[config.mk]
export PLATFORM = sky130hd
export DESIGN_NAME = irq_gate
export DESIGN_NICKNAME = d
export VERILOG_FILES = /design/src/rtl/irq_pkg.sv /design/src/rtl/irq_en_reg.sv /design/src/rtl/irq_flags.sv /design/src/rtl/irq_poll.sv /design/src/rtl/irq_gate.sv
export SDC_FILE = /design/constraint.sdc
export NUM_CORES = 1
export LEC_CHECK = 0
export CORE_UTILIZATION = 38
export CTS_CLUSTER_DIAMETER = 100
export DETAILED_ROUTE_END_ITERATION = 7
export GPL_ROUTABILITY_DRIVEN = 0
export GPL_TIMING_DRIVEN = 0
export PLACE_DENSITY = 0.76
export RECOVER_POWER = 100
export SYNTH_ARGS = -nofsm -noshare
export SYNTH_HDL_FRONTEND = slang
export SYNTH_SLANG_ARGS = --single-unit
[constraint.sdc]
create_clock -name clk -period 1.4 [get_ports clk]
set_clock_uncertainty 0.05 [all_clocks]
set_input_delay 0.14 -clock clk [delete_from_list [all_inputs] [get_ports clk]]
set_output_delay 0.14 -clock clk [all_outputs]
set_load 0.05 [all_outputs]
[src/rtl/irq_pkg.sv]
package irq_pkg;
    localparam int NSRC      = 6;
    localparam int VW        = $clog2(NSRC);
    localparam int EN_W      = 8;
    localparam int EN_GLOBAL = EN_W - 1;
    localparam int EN_RSVD   = EN_W - 2;
    localparam int NEXT      = 2;
    localparam int NTF       = 4;

    typedef enum logic [VW-1:0] {
        SRC_EX0 = 3'd0,
        SRC_TM0 = 3'd1,
        SRC_EX1 = 3'd2,
        SRC_TM1 = 3'd3,
        SRC_SER = 3'd4,
        SRC_TM2 = 3'd5
    } src_e;

    // lowest set index wins
    function automatic logic [VW-1:0] pick_first(input logic [NSRC-1:0] v);
        logic [VW-1:0] r;
        r = '0;
        for (int i = NSRC - 1; i >= 0; i--) begin
            if (v[i]) r = VW'(i);
        end
        return r;
    endfunction
endpackage

[src/rtl/irq_en_reg.sv]
module irq_en_reg
    import irq_pkg::*;
(
    input  logic            clk,
    input  logic            rst_n,
    input  logic            wr,
    input  logic [EN_W-1:0] wdata,
    output logic [EN_W-1:0] en
);
    localparam logic [EN_W-1:0] WMASK = ~(EN_W'(1) << EN_RSVD);

    typedef struct packed {
        logic [EN_W-1:0] en;
    } st_t;

    st_t st_d, st_q;

    always_comb begin
        st_d = st_q;
        if (wr) st_d.en = wdata & WMASK;
    end

    always_ff @(posedge clk) begin
        if (!rst_n) st_q <= '0;
        else        st_q <= st_d;
    end

    assign en = st_q.en;
endmodule

[src/rtl/irq_flags.sv]
module irq_flags
    import irq_pkg::*;
(
    input  logic            clk,
    input  logic            rst_n,
    input  logic            poll_tick,
    input  logic [NEXT-1:0] ext_n,
    input  logic [NEXT-1:0] ext_edge,
    input  logic [NEXT-1:0] tmr_ovf,
    input  logic            t2_ovf,
    input  logic            t2_ext,
    input  logic [2:0]      ser_src,
    input  logic [NTF-1:0]  clr_flags,
    input  logic            ack_fire,
    input  logic [VW-1:0]   ack_vec,
    output logic [NSRC-1:0] src_req,
    output logic [NTF-1:0]  tf_flags
);
    typedef struct packed {
        logic [NEXT-1:0] ext_prev;
        logic [NEXT-1:0] ext_flag;
        logic [NEXT-1:0] tf;
        logic [NEXT-1:0] tf_vis;
        logic            tf2;
        logic            exf2;
    } st_t;

    st_t st_d, st_q;

    always_comb begin
        st_d = st_q;
        for (int i = 0; i < NEXT; i++) begin
            logic fall, ext_ack, tm_clr;
            fall    = st_q.ext_prev[i] & ~ext_n[i];
            ext_ack = ack_fire && (ack_vec == VW'(2 * i));
            tm_clr  = clr_flags[i] || (ack_fire && (ack_vec == VW'(2 * i + 1)));
            if (ext_edge[i]) st_d.ext_flag[i] = (st_q.ext_flag[i] & ~ext_ack) | fall;
            else             st_d.ext_flag[i] = ~ext_n[i];
            // late-set timer flag: staged for the poll of the next machine cycle
            st_d.tf[i] = (st_q.tf[i] & ~tm_clr) | tmr_ovf[i];
            if (tm_clr)         st_d.tf_vis[i] = 1'b0;
            else if (poll_tick) st_d.tf_vis[i] = st_q.tf[i];
        end
        st_d.ext_prev = ext_n;
        st_d.tf2  = (st_q.tf2  & ~clr_flags[2]) | t2_ovf;
        st_d.exf2 = (st_q.exf2 & ~clr_flags[3]) | t2_ext;
    end

    always_ff @(posedge clk) begin
        if (!rst_n) begin
            st_q          <= '0;
            st_q.ext_prev <= '1;
        end else begin
            st_q <= st_d;
        end
    end

    always_comb begin
        src_req          = '0;
        src_req[SRC_EX0] = st_q.ext_flag[0];
        src_req[SRC_TM0] = st_q.tf_vis[0];
        src_req[SRC_EX1] = st_q.ext_flag[1];
        src_req[SRC_TM1] = st_q.tf_vis[1];
        src_req[SRC_SER] = |ser_src;
        src_req[SRC_TM2] = st_q.tf2 | st_q.exf2;
    end

    assign tf_flags = {st_q.exf2, st_q.tf2, st_q.tf};
endmodule

[src/rtl/irq_poll.sv]
module irq_poll
    import irq_pkg::*;
(
    input  logic            clk,
    input  logic            rst_n,
    input  logic            poll_tick,
    input  logic [NSRC-1:0] src_req,
    input  logic [EN_W-1:0] en,
    input  logic            irq_ack,
    output logic [NSRC-1:0] pend,
    output logic            irq_req,
    output logic [VW-1:0]   irq_vec,
    output logic            ack_fire
);
    typedef struct packed {
        logic          req;
        logic [VW-1:0] vec;
    } st_t;

    st_t st_d, st_q;

    assign pend     = en[EN_GLOBAL] ? (src_req & en[NSRC-1:0]) : '0;
    assign ack_fire = irq_ack & st_q.req;

    always_comb begin
        st_d = st_q;
        if (ack_fire) begin
            st_d.req = 1'b0;
        end else if (poll_tick && !st_q.req && (|pend)) begin
            st_d.req = 1'b1;
            st_d.vec = pick_first(pend);
        end
    end

    always_ff @(posedge clk) begin
        if (!rst_n) st_q <= '0;
        else        st_q <= st_d;
    end

    assign irq_req = st_q.req;
    assign irq_vec = st_q.vec;
endmodule

[src/rtl/irq_gate.sv]
module irq_gate
    import irq_pkg::*;
(
    input  logic            clk,
    input  logic            rst_n,
    input  logic            en_wr,
    input  logic [EN_W-1:0] en_wdata,
    output logic [EN_W-1:0] en_rdata,
    input  logic [NEXT-1:0] ext_n,
    input  logic [NEXT-1:0] ext_edge,
    input  logic [NEXT-1:0] tmr_ovf,
    input  logic            t2_ovf,
    input  logic            t2_ext,
    input  logic [2:0]      ser_src,
    input  logic [NTF-1:0]  clr_flags,
    input  logic            poll_tick,
    output logic [NSRC-1:0] pend,
    output logic            irq_req,
    output logic [VW-1:0]   irq_vec,
    input  logic            irq_ack,
    output logic [NTF-1:0]  tf_flags
);
    logic [NSRC-1:0] src_req;
    logic            ack_fire;

    irq_en_reg u_en (
        .clk   (clk),
        .rst_n (rst_n),
        .wr    (en_wr),
        .wdata (en_wdata),
        .en    (en_rdata)
    );

    irq_flags u_flags (
        .clk       (clk),
        .rst_n     (rst_n),
        .poll_tick (poll_tick),
        .ext_n     (ext_n),
        .ext_edge  (ext_edge),
        .tmr_ovf   (tmr_ovf),
        .t2_ovf    (t2_ovf),
        .t2_ext    (t2_ext),
        .ser_src   (ser_src),
        .clr_flags (clr_flags),
        .ack_fire  (ack_fire),
        .ack_vec   (irq_vec),
        .src_req   (src_req),
        .tf_flags  (tf_flags)
    );

    irq_poll u_poll (
        .clk       (clk),
        .rst_n     (rst_n),
        .poll_tick (poll_tick),
        .src_req   (src_req),
        .en        (en_rdata),
        .irq_ack   (irq_ack),
        .pend      (pend),
        .irq_req   (irq_req),
        .irq_vec   (irq_vec),
        .ack_fire  (ack_fire)
    );
endmodule

## After elaboration in Yosys (flattened, before gate mapping)

Cells that the tools add are included.

| word-level totals | value |
|---|---|
| flip-flop bits (word level) | 21 |
| word-level logic and storage cells | 65 |
| output and inout port bits | 22 |
| bits of input ports | 28 |

| cells by class | value |
|---|---|
| reduce and logical (&&, ||, !) cells | 16 |
| bitwise gates (word level) | 27 |
| multiplexer cells | 9 |
| equality and inequality tests | 3 |

Operators by type and width:

| cell | count |
|---|---|
| 2-to-1 mux 3 bit | 6 |
| inverter 1 bit | 10 |
| bitwise AND 1 bit | 9 |
| OR 1 bit | 7 |
| bitwise AND 6 bit | 1 |
| equality test 3 x 2 -> 1 bit (second input constant) | 2 |
| logical AND 1 bit | 6 |
| 2-to-1 mux 6 bit | 1 |
| OR reduction 2 bit | 3 |
| OR reduction 6 bit | 1 |
| equality test 3 x 1 -> 1 bit (second input constant) | 1 |
| logical NOT 3 bit | 1 |
| OR reduction 3 bit | 1 |
| logical OR 1 bit | 2 |
| 2-to-1 mux 1 bit | 2 |
| AND reduction 2 bit | 1 |
| logical NOT 1 bit | 1 |

## Longest topological paths before layout

Gate-level depths: netlist of the first run.

| logic depth | value |
|---|---|
| depth in word-level cells | 9 |
| mapped depth | 5 |
| depth with buffers taken out | 4 |

## Modules after synthesis

A second synthesis of the first run with hierarchy kept.

| unflattened totals | value |
|---|---|
| cell total of the unflattened synthesis | 105 |
| area total of the unflattened synthesis | 1049.8 um^2 |

By module, submodules not included:

| module | cells an instance | area each (um^2) | sequential area each (um^2) | times used |
|---|---|---|---|---|
| irq_flags | 46 | 470.5 | 200.2 | 1 |
| irq_poll | 35 | 302.8 | 80.1 | 1 |
| irq_en_reg | 24 | 276.5 | 140.1 | 1 |

## Worst setup path after synthesis of the first run

OpenSTA, ideal clock, no wires.

| timing path | value |
|---|---|
| path type | reg-to-reg |
| from | register u_en.st_q, in the netlist u_en.en[7] |
| to | register u_poll.st_q, in the netlist u_poll.irq_vec[0] |
| setup time | 72 ps |
| path buffers | 1 |
| cell stages (with the launch flop) | 6 |
| arrival | 1891 ps |
| data required time | 1278 ps |
| path slack | -613 ps |
| clock period less this slack | 2013 ps |
| cells stage by stage | dfxtp_1 > clkbuf_8 > and3_1 > a21oi_1 > a211o_1 > mux2i_1 |

| on the way | value |
|---|---|
| elaborated cells between the ends (all ways) | 10 |
| classes of those cells | mux: 7; reduce/logical: 3 |

RTL lines:

| what | RTL line | source |
|---|---|---|
| start, declared | irq_en_reg.sv:16 | `st_t st_d, st_q;` |
| start signal, assigned | irq_en_reg.sv:25 | `else st_q <= st_d;` |
| 2-to-1 mux 6 bit (*) | irq_poll.sv:22 | `assign pend = en[EN_GLOBAL] ? (src_req & en[NSRC-1:0]) : '0;` |
| net pend[3] | irq_gate.sv:17 | `output logic [NSRC-1:0] pend,` |
| 2-to-1 mux 3 bit (4 in a row) | irq_pkg.sv:24 | `if (v[i]) r = VW'(i);` |
| end signal, assigned | irq_poll.sv:37 | `else st_q <= st_d;` |
| end, declared | irq_poll.sv:20 | `st_t st_d, st_q;` |

Mark *: on every way through the listed nets, which the timed path passes. The rest lies on a longest branch.
A chain may end at the register's enable or synchronous reset.

## Worst setup path after layout of the first run

| timing path | value |
|---|---|
| from | register u_en.st_q, in the netlist u_en.en[7] |
| to | output pend[1] |

| on the way | value |
|---|---|
| cells in the longest elaborated chain, start to end | 1 |

Ends and longest elaborated chain:

| what | RTL line |
|---|---|
| 2-to-1 mux 6 bit | irq_poll.sv:22 |
| end, declared | irq_gate.sv:17 |

No other way between the ends.

==> results.yml, run 1 <==
global_routing:
  grt-ovfl-total: 0
  antenna_found_initial: 0
  grt_max_degree: 12
  grt_pass1_vias: 860
  grt_pass1_wl_um: 3840
  grt_usage_pct: 19.5
layout:
  final_common_cell: "clkdlybuf4s50_1"
  num-nets-final: 182
  final_cell_area_um2: 1490
  drive_above_1_share_pct: 28.8
  antenna_cells: 0
  layout.cells.non_filler: 181
  post-route-util_pct: 64.9
  fill_cells: 214
  area_growth_pct: 54.8
  layout_common_cells: "22 x clkdlybuf4s50_1, 19 x dfxtp_1, 11 x nor2_1"
power:
  power_frac_seq_pct: 53.2
  irDropWorstVdd_uv: 624
  power_density_nw_per_um2: 826
  p_int_mw: 0.871
  p_leak_nw: 0.628
  pwr-share-comb_pct: 23.6
  clkPwrFrac_pct: 23.2
  p_sw_mw: 0.362
  swShare_pct: 29.4
clock_network:
  cts_max_path_buffers: 2
  clk_pin_slew_ps: 120
  clock-sinks: 21
  cts_tree: "yes"
  cts_max_level: 1
  clk_latency_ps: 300
  cts_root_buffer: "clkbuf_4"
  cts_buffers: 3
drt:
  viasPerCell: 4.90
  wl_um: 2410
  ant_nets: 0
  wl_per_cell_um: 13.3
  drc: 0
  drtPass1Iterations: 4
  drtIter0Drc: 6
  routed-via-count: 887
place:
  placed_cells_incl_taps: 176
  placedInstanceArea_um2: 1490
  io_buffers: 45
  hpwl_um: 1900
floorplan:
  dieHeight_um: 52.4
  num_rows: 17
  io_pins: 50
  initial_core_util_pct: 41.9
  coreArea_um2: 2300
  die_w_um: 52.4
  fp.dieArea_um2: 2740
sta:
  fin_tns_setup_ps: 0
  min_period_over_period_pct: 95.8
  rsz0062_at_grt: "yes"
  slew_violations: 0
  final-setup-viol-count: 0
  slew_headroom_pct: 64.9
  hold_viol: 0
  worst_pin_slew_ps: 526
  min_period_ps: 1340
  clock.fmax_mhz: 746
yosys:
  syn_inst: 103
  synth_area_per_cell_um2: 9.35
  synth_area_um2: 963
  yosys_register_bits: 21
  yosys.area.top_type_share_pct: 43.6
  synth_cell_types: 34
  yosysWarnings: 0
  ys_seq_area_share_pct: 43.6
  synth_area_leader_cell: "dfxtp_1"
  synth_nets: 131
  ys_top_cells_by_area: "dfxtp_1 44%, mux2i_1 10%, nor2_1 4.7%"
critical_path:
  cp_num_buf_inv: 2
  cp.arrival_ps: 1150
  critPathSlowestCell: "dfxtp_4"
  crit_fanout: 8
  critical_path_class: "reg -> out"
  r2r_setup_slack_ps: 100
  r2r_cells: 5
  worstReg2RegStart: "u_en.en[7]$_SDFFE_PN0P_"
  reg2reg_to: "u_poll.irq_vec[0]$_SDFFE_PN0P_"
  crit_path_start: "u_en.en[7]$_SDFFE_PN0P_"
  cp-start-kind: "flip-flop"
  cpLargestDelayFamily: "flip-flops"
  required_ps: 1210
  end_kind: "primary output"
  cpPeakStageDelay_ps: 370
  cp_cell_sequence: "buf_8 > and3_4 > buf_6"
min_path:
  worstHoldPathType: "in -> reg"
  whs_path_depth: 2
  hold_path_end: "u_flags.st_q[9]$_SDFF_PN1_"
  hold_start: "rst_n"
run:
  drv_cap: 0
outcome:
  status: "completed"
==> worst reg2reg max path: cells and delay by family (launching register included) <==
kind                   cells  cell delay [ps]
multiplexers               1              120
buffers and inverters      1              130
flip-flops                 1              360
AND/OR/NAND/NOR            1              150
AO/OA/AOI/OAI              2              420
==> per-layer routing <==
metal / up-vias / wire (µm) / track usage [%] / share of wire [%]
met5: - / 0 / 0 / 0
met4: 0 / 33 / 9.21 / 1.4
met3: 4 / 133 / 3.19 / 5.5
met2: 27 / 1190 / 33.1 / 49
met1: 404 / 1060 / 23.6 / 44
li1: 452 / - / - / -
==> area by class of cell <==
cell class | count | area (µm²) | area share [%]
inverters | 7 | 30.0 | 2.01
multi-input cells | 66 | 493 | 33.1
clock buffers | 4 | 26.3 | 1.76
plain buffers | 9 | 63.8 | 4.28
repair buffers | 46 | 418 | 28.0
flip-flops and latches | 21 | 425 | 28.5
well taps | 28 | 35.0 | 2.35
==> synthesized netlist by cell type <==
master     n
clkbuf_1   1
o311a_4    1
nor3_1     2
o22ai_1    2
a211o_1    1
nand3b_4   1
a21oi_1    5
dfxtp_1   21
nor4b_1    1
nor4_1     1
a211oi_1   1
buf_4      5
clkbuf_8   1
o221a_2    1
o41ai_1    1
and3_1     2
nand2b_1   3
inv_1      7
buf_1      1
nand3b_1   1
mux2i_1   10
o21a_1     1
buf_2      1
nand2_1    4
a31oi_1    1
nor3b_1    1
nor2b_1    4
nand3_1    3
and3_2     1
a22o_1     3
conb_1     1
nor2_1    12
o211a_1    1
o21ai_0    1
==> worst max path at each step <==
| stage | slack (ps) | to | cells after the start |
|---|---|---|---|
| 2_1_floorplan | -60 | u_poll.irq_vec[0]$_SDFFE_PN0P_ | 5 |
| 3_3_place_gp | -430 | pend[4] | 3 |
| 3_5_place_dp | -440 | pend[4] | 3 |
| 4_1_cts | -5 | en_rdata[2] | 1 |
| 5_1_grt | -2 | pend[2] | 4 |
| 6_report | 60 | pend[1] | 3 |
==> power by group through the flow <==
| stage | Sequential [mW] | Clock, mW | Combinational [mW] |
|---|---|---|---|
| after floorplan | 0.710 | 0 | 0.127 |
| final | 0.656 | 0.286 | 0.290 |
| after global placement | 0.667 | 0 | 0.297 |
| after global routing | 0.661 | 0.334 | 0.309 |
| after detailed placement | 0.669 | 0 | 0.303 |
| after CTS | 0.657 | 0.299 | 0.295 |
==> metrics by stage <==
stage | hold slack (ps) | power (mW) | worst slack (ps)
2_1_floorplan | 169 | 0.837 | -59.5
3_3_place_gp | 398 | 0.963 | -432
3_5_place_dp | 411 | 0.973 | -435
4_1_cts | 84.7 | 1.25 | -4.87
5_1_grt | 244 | 1.30 | -2.39
6_report | 205 | 1.23 | 59.4
==> sequential cells by signal, indices dropped and copies added (netlist names) <==
name and count:
u_en.en 7, u_flags.src_req 4, u_flags.tf_flags 4, u_poll.irq_vec 3, u_flags.st_q 2, u_poll.irq_req 1
==> cells by family after synthesis <==
| family | after synthesis | share of synthesized area, % |
|---|---|---|
| simple gates | 36 | 20.6 |
| flops | 21 | 43.6 |
| mux | 10 | 10.4 |
| compound gates | 19 | 15.6 |
| buf+inv | 16 | 9.35 |
| other cells | 1 | 0.389 |
==> timing repair <==
| item | in CTS | in global routing |
|---|---|---|
| setup buffers | 0 | 1 |
| resized for setup | 73 | 25 |
| hold buffers | 0 | 0 |
| pin swaps | 0 | 1 |
| endpoints found under the setup margin | 21 | 21 |
Power figures use the tool's default switching activity.
==> run 2: changes to the inputs <==
CAP_MARGIN = 0   (was unset)
CORE_UTILIZATION = 35   (was 38)
PLACE_DENSITY = 0.71   (was 0.76)
==> results.yml, run 2 (same netlist as run 1, synthesis figures left out) <==
place:
  placed_cells_incl_taps: 178
  io_buffers: 45
  hpwl_um: 1850
  place_ws_ps: -451
drt:
  ant_nets: 0
  drtIter0Drc: 17
  wl_um: 2420
  routed-via-count: 920
  viasPerCell: 5.05
  wl_per_cell_um: 13.3
  drc: 0
  drtPass1Iterations: 4
floorplan:
  io_pins: 50
  initial_core_util_pct: 37.9
  coreArea_um2: 2540
  fp.dieArea_um2: 2970
  dieHeight_um: 54.5
  die_w_um: 54.5
  num_rows: 18
clock_network:
  cts_max_path_buffers: 2
  clk_pin_slew_ps: 100
  cts_buffers: 3
  cts_root_buffer: "clkbuf_4"
  clk_latency_ps: 300
  cts_max_level: 1
  cts_setup_buffers: 0
  cts_tree: "yes"
  clock-sinks: 21
global_routing:
  grt_pass1_vias: 845
  grt-ovfl-total: 0
  grt_max_degree: 12
  antenna_found_initial: 0
  grt_pass1_wl_um: 3620
  grt_usage_pct: 17.3
layout:
  layout.cells.non_filler: 182
  post-route-util_pct: 59.8
  area_growth_pct: 58.1
  multiInputGateArea_um2: 490
  antenna_cells: 0
  largest_reg_flops: 7
  num-nets-final: 181
  layout_common_cells: "21 x clkdlybuf4s50_1, 16 x dfxtp_1, 12 x nor2_1"
  regArea_um2: 429
  final_common_cell: "clkdlybuf4s50_1"
  drive_above_1_share_pct: 27.0
  fill_cells: 236
sta:
  min_period_ps: 1350
  worst_slack_ps: 45.5
  hold_viol: 0
  rsz0062_at_grt: "yes"
  holdWs_ps: 184
  worst_pin_slew_ps: 522
  min_period_over_period_pct: 96.7
  slew_violations: 0
  clock.fmax_mhz: 738
  slew_headroom_pct: 65.2
  final-setup-viol-count: 0
critical_path:
  critPathSlowestCell: "clkdlybuf4s15_1"
  cp_num_buf_inv: 1
  r2r_cells: 5
  crit_path_start: "u_en.en[1]$_SDFFE_PN0P_"
  critical_path_class: "reg -> out"
  worstReg2RegStart: "u_en.en[7]$_SDFFE_PN0P_"
  reg2reg_to: "u_poll.irq_vec[2]$_SDFFE_PN0P_"
  required_ps: 1210
  cpLargestDelayFamily: "buffers and inverters"
  crit_fanout: 4
  cp_cell_sequence: "clkdlybuf4s15_1"
  cpPeakStageDelay_ps: 500
  cp-start-kind: "flip-flop"
  cp.arrival_ps: 1160
  r2r_setup_slack_ps: 50
  end_kind: "primary output"
run:
  drv_cap: 0
power:
  p_leak_nw: 0.631
  irDropWorstVdd_uv: 600
  power.total_mw: 1.23
  power_density_nw_per_um2: 806
min_path:
  hold_path_end: "u_flags.st_q[8]$_SDFF_PN1_"
  hold_start: "rst_n"
  whs_path_depth: 2
  worstHoldPathType: "in -> reg"
outcome:
  status: "completed"
==> run 2: cell type report <==
type,instances,share of cell area (%)
Buffer,9,4.19
Clock buffer,4,1.73
Inverter,7,1.97
Multi-Input combinational cell,66,32.2
Sequential cell,21,28.2
Tap cell,30,2.47
Timing Repair Buffer,45,29.3
==> run 2: timing repair <==
item,in CTS,in global routing
endpoints found under the hold margin,0,0
hold buffers,0,0
setup endpoints to repair,22,18
gates resized for setup,74,16
pin swaps,0,2
gates cloned,0,0
==> run 2: metal layers <==
layer | global-route usage (%) | vias up | share of wire (%)
met5 | 0 | - | 0
met4 | 4.70 | 0 | 0.54
met3 | 6.39 | 2 | 8.4
met2 | 31.3 | 42 | 50
met1 | 18.7 | 423 | 41
li1 | - | 453 | -
==> run 2: worst max path at each step <==
stage                                           to  cells past startpoint
global route        u_poll.irq_vec[0]$_SDFFE_PN0P_                      5
CTS                                        pend[5]                      3
floorplan           u_poll.irq_vec[0]$_SDFFE_PN0P_                      5
detailed placement                         pend[4]                      3
global placement                           pend[4]                      3
finish                                 en_rdata[1]                      1
==> run 2: report_power, final <==
group	total [mW]	internal [mW]	switching [mW]
clock network	0.278	0.111	0.167
logic	0.292	0.135	0.157
registers	0.658	0.629	0.0287
total	1.23	0.875	0.353
==> run 2: metrics by stage <==
stage	area [µm²]	TNS (ps)
after floorplan	1000	-82.8
after global placement	1490	-2900
after detailed placement	1490	-3060
after CTS	1540	-7.99
after global routing	1520	-1.15
final	1520	0
==> run 3: changes to the inputs <==
CTS_CLUSTER_DIAMETER = 80   (was 100)
CTS_CLUSTER_SIZE = 8   (was unset)
==> results of run 3 <==
Same layout as run 2: the final DEF is identical, and so are final timing and power.
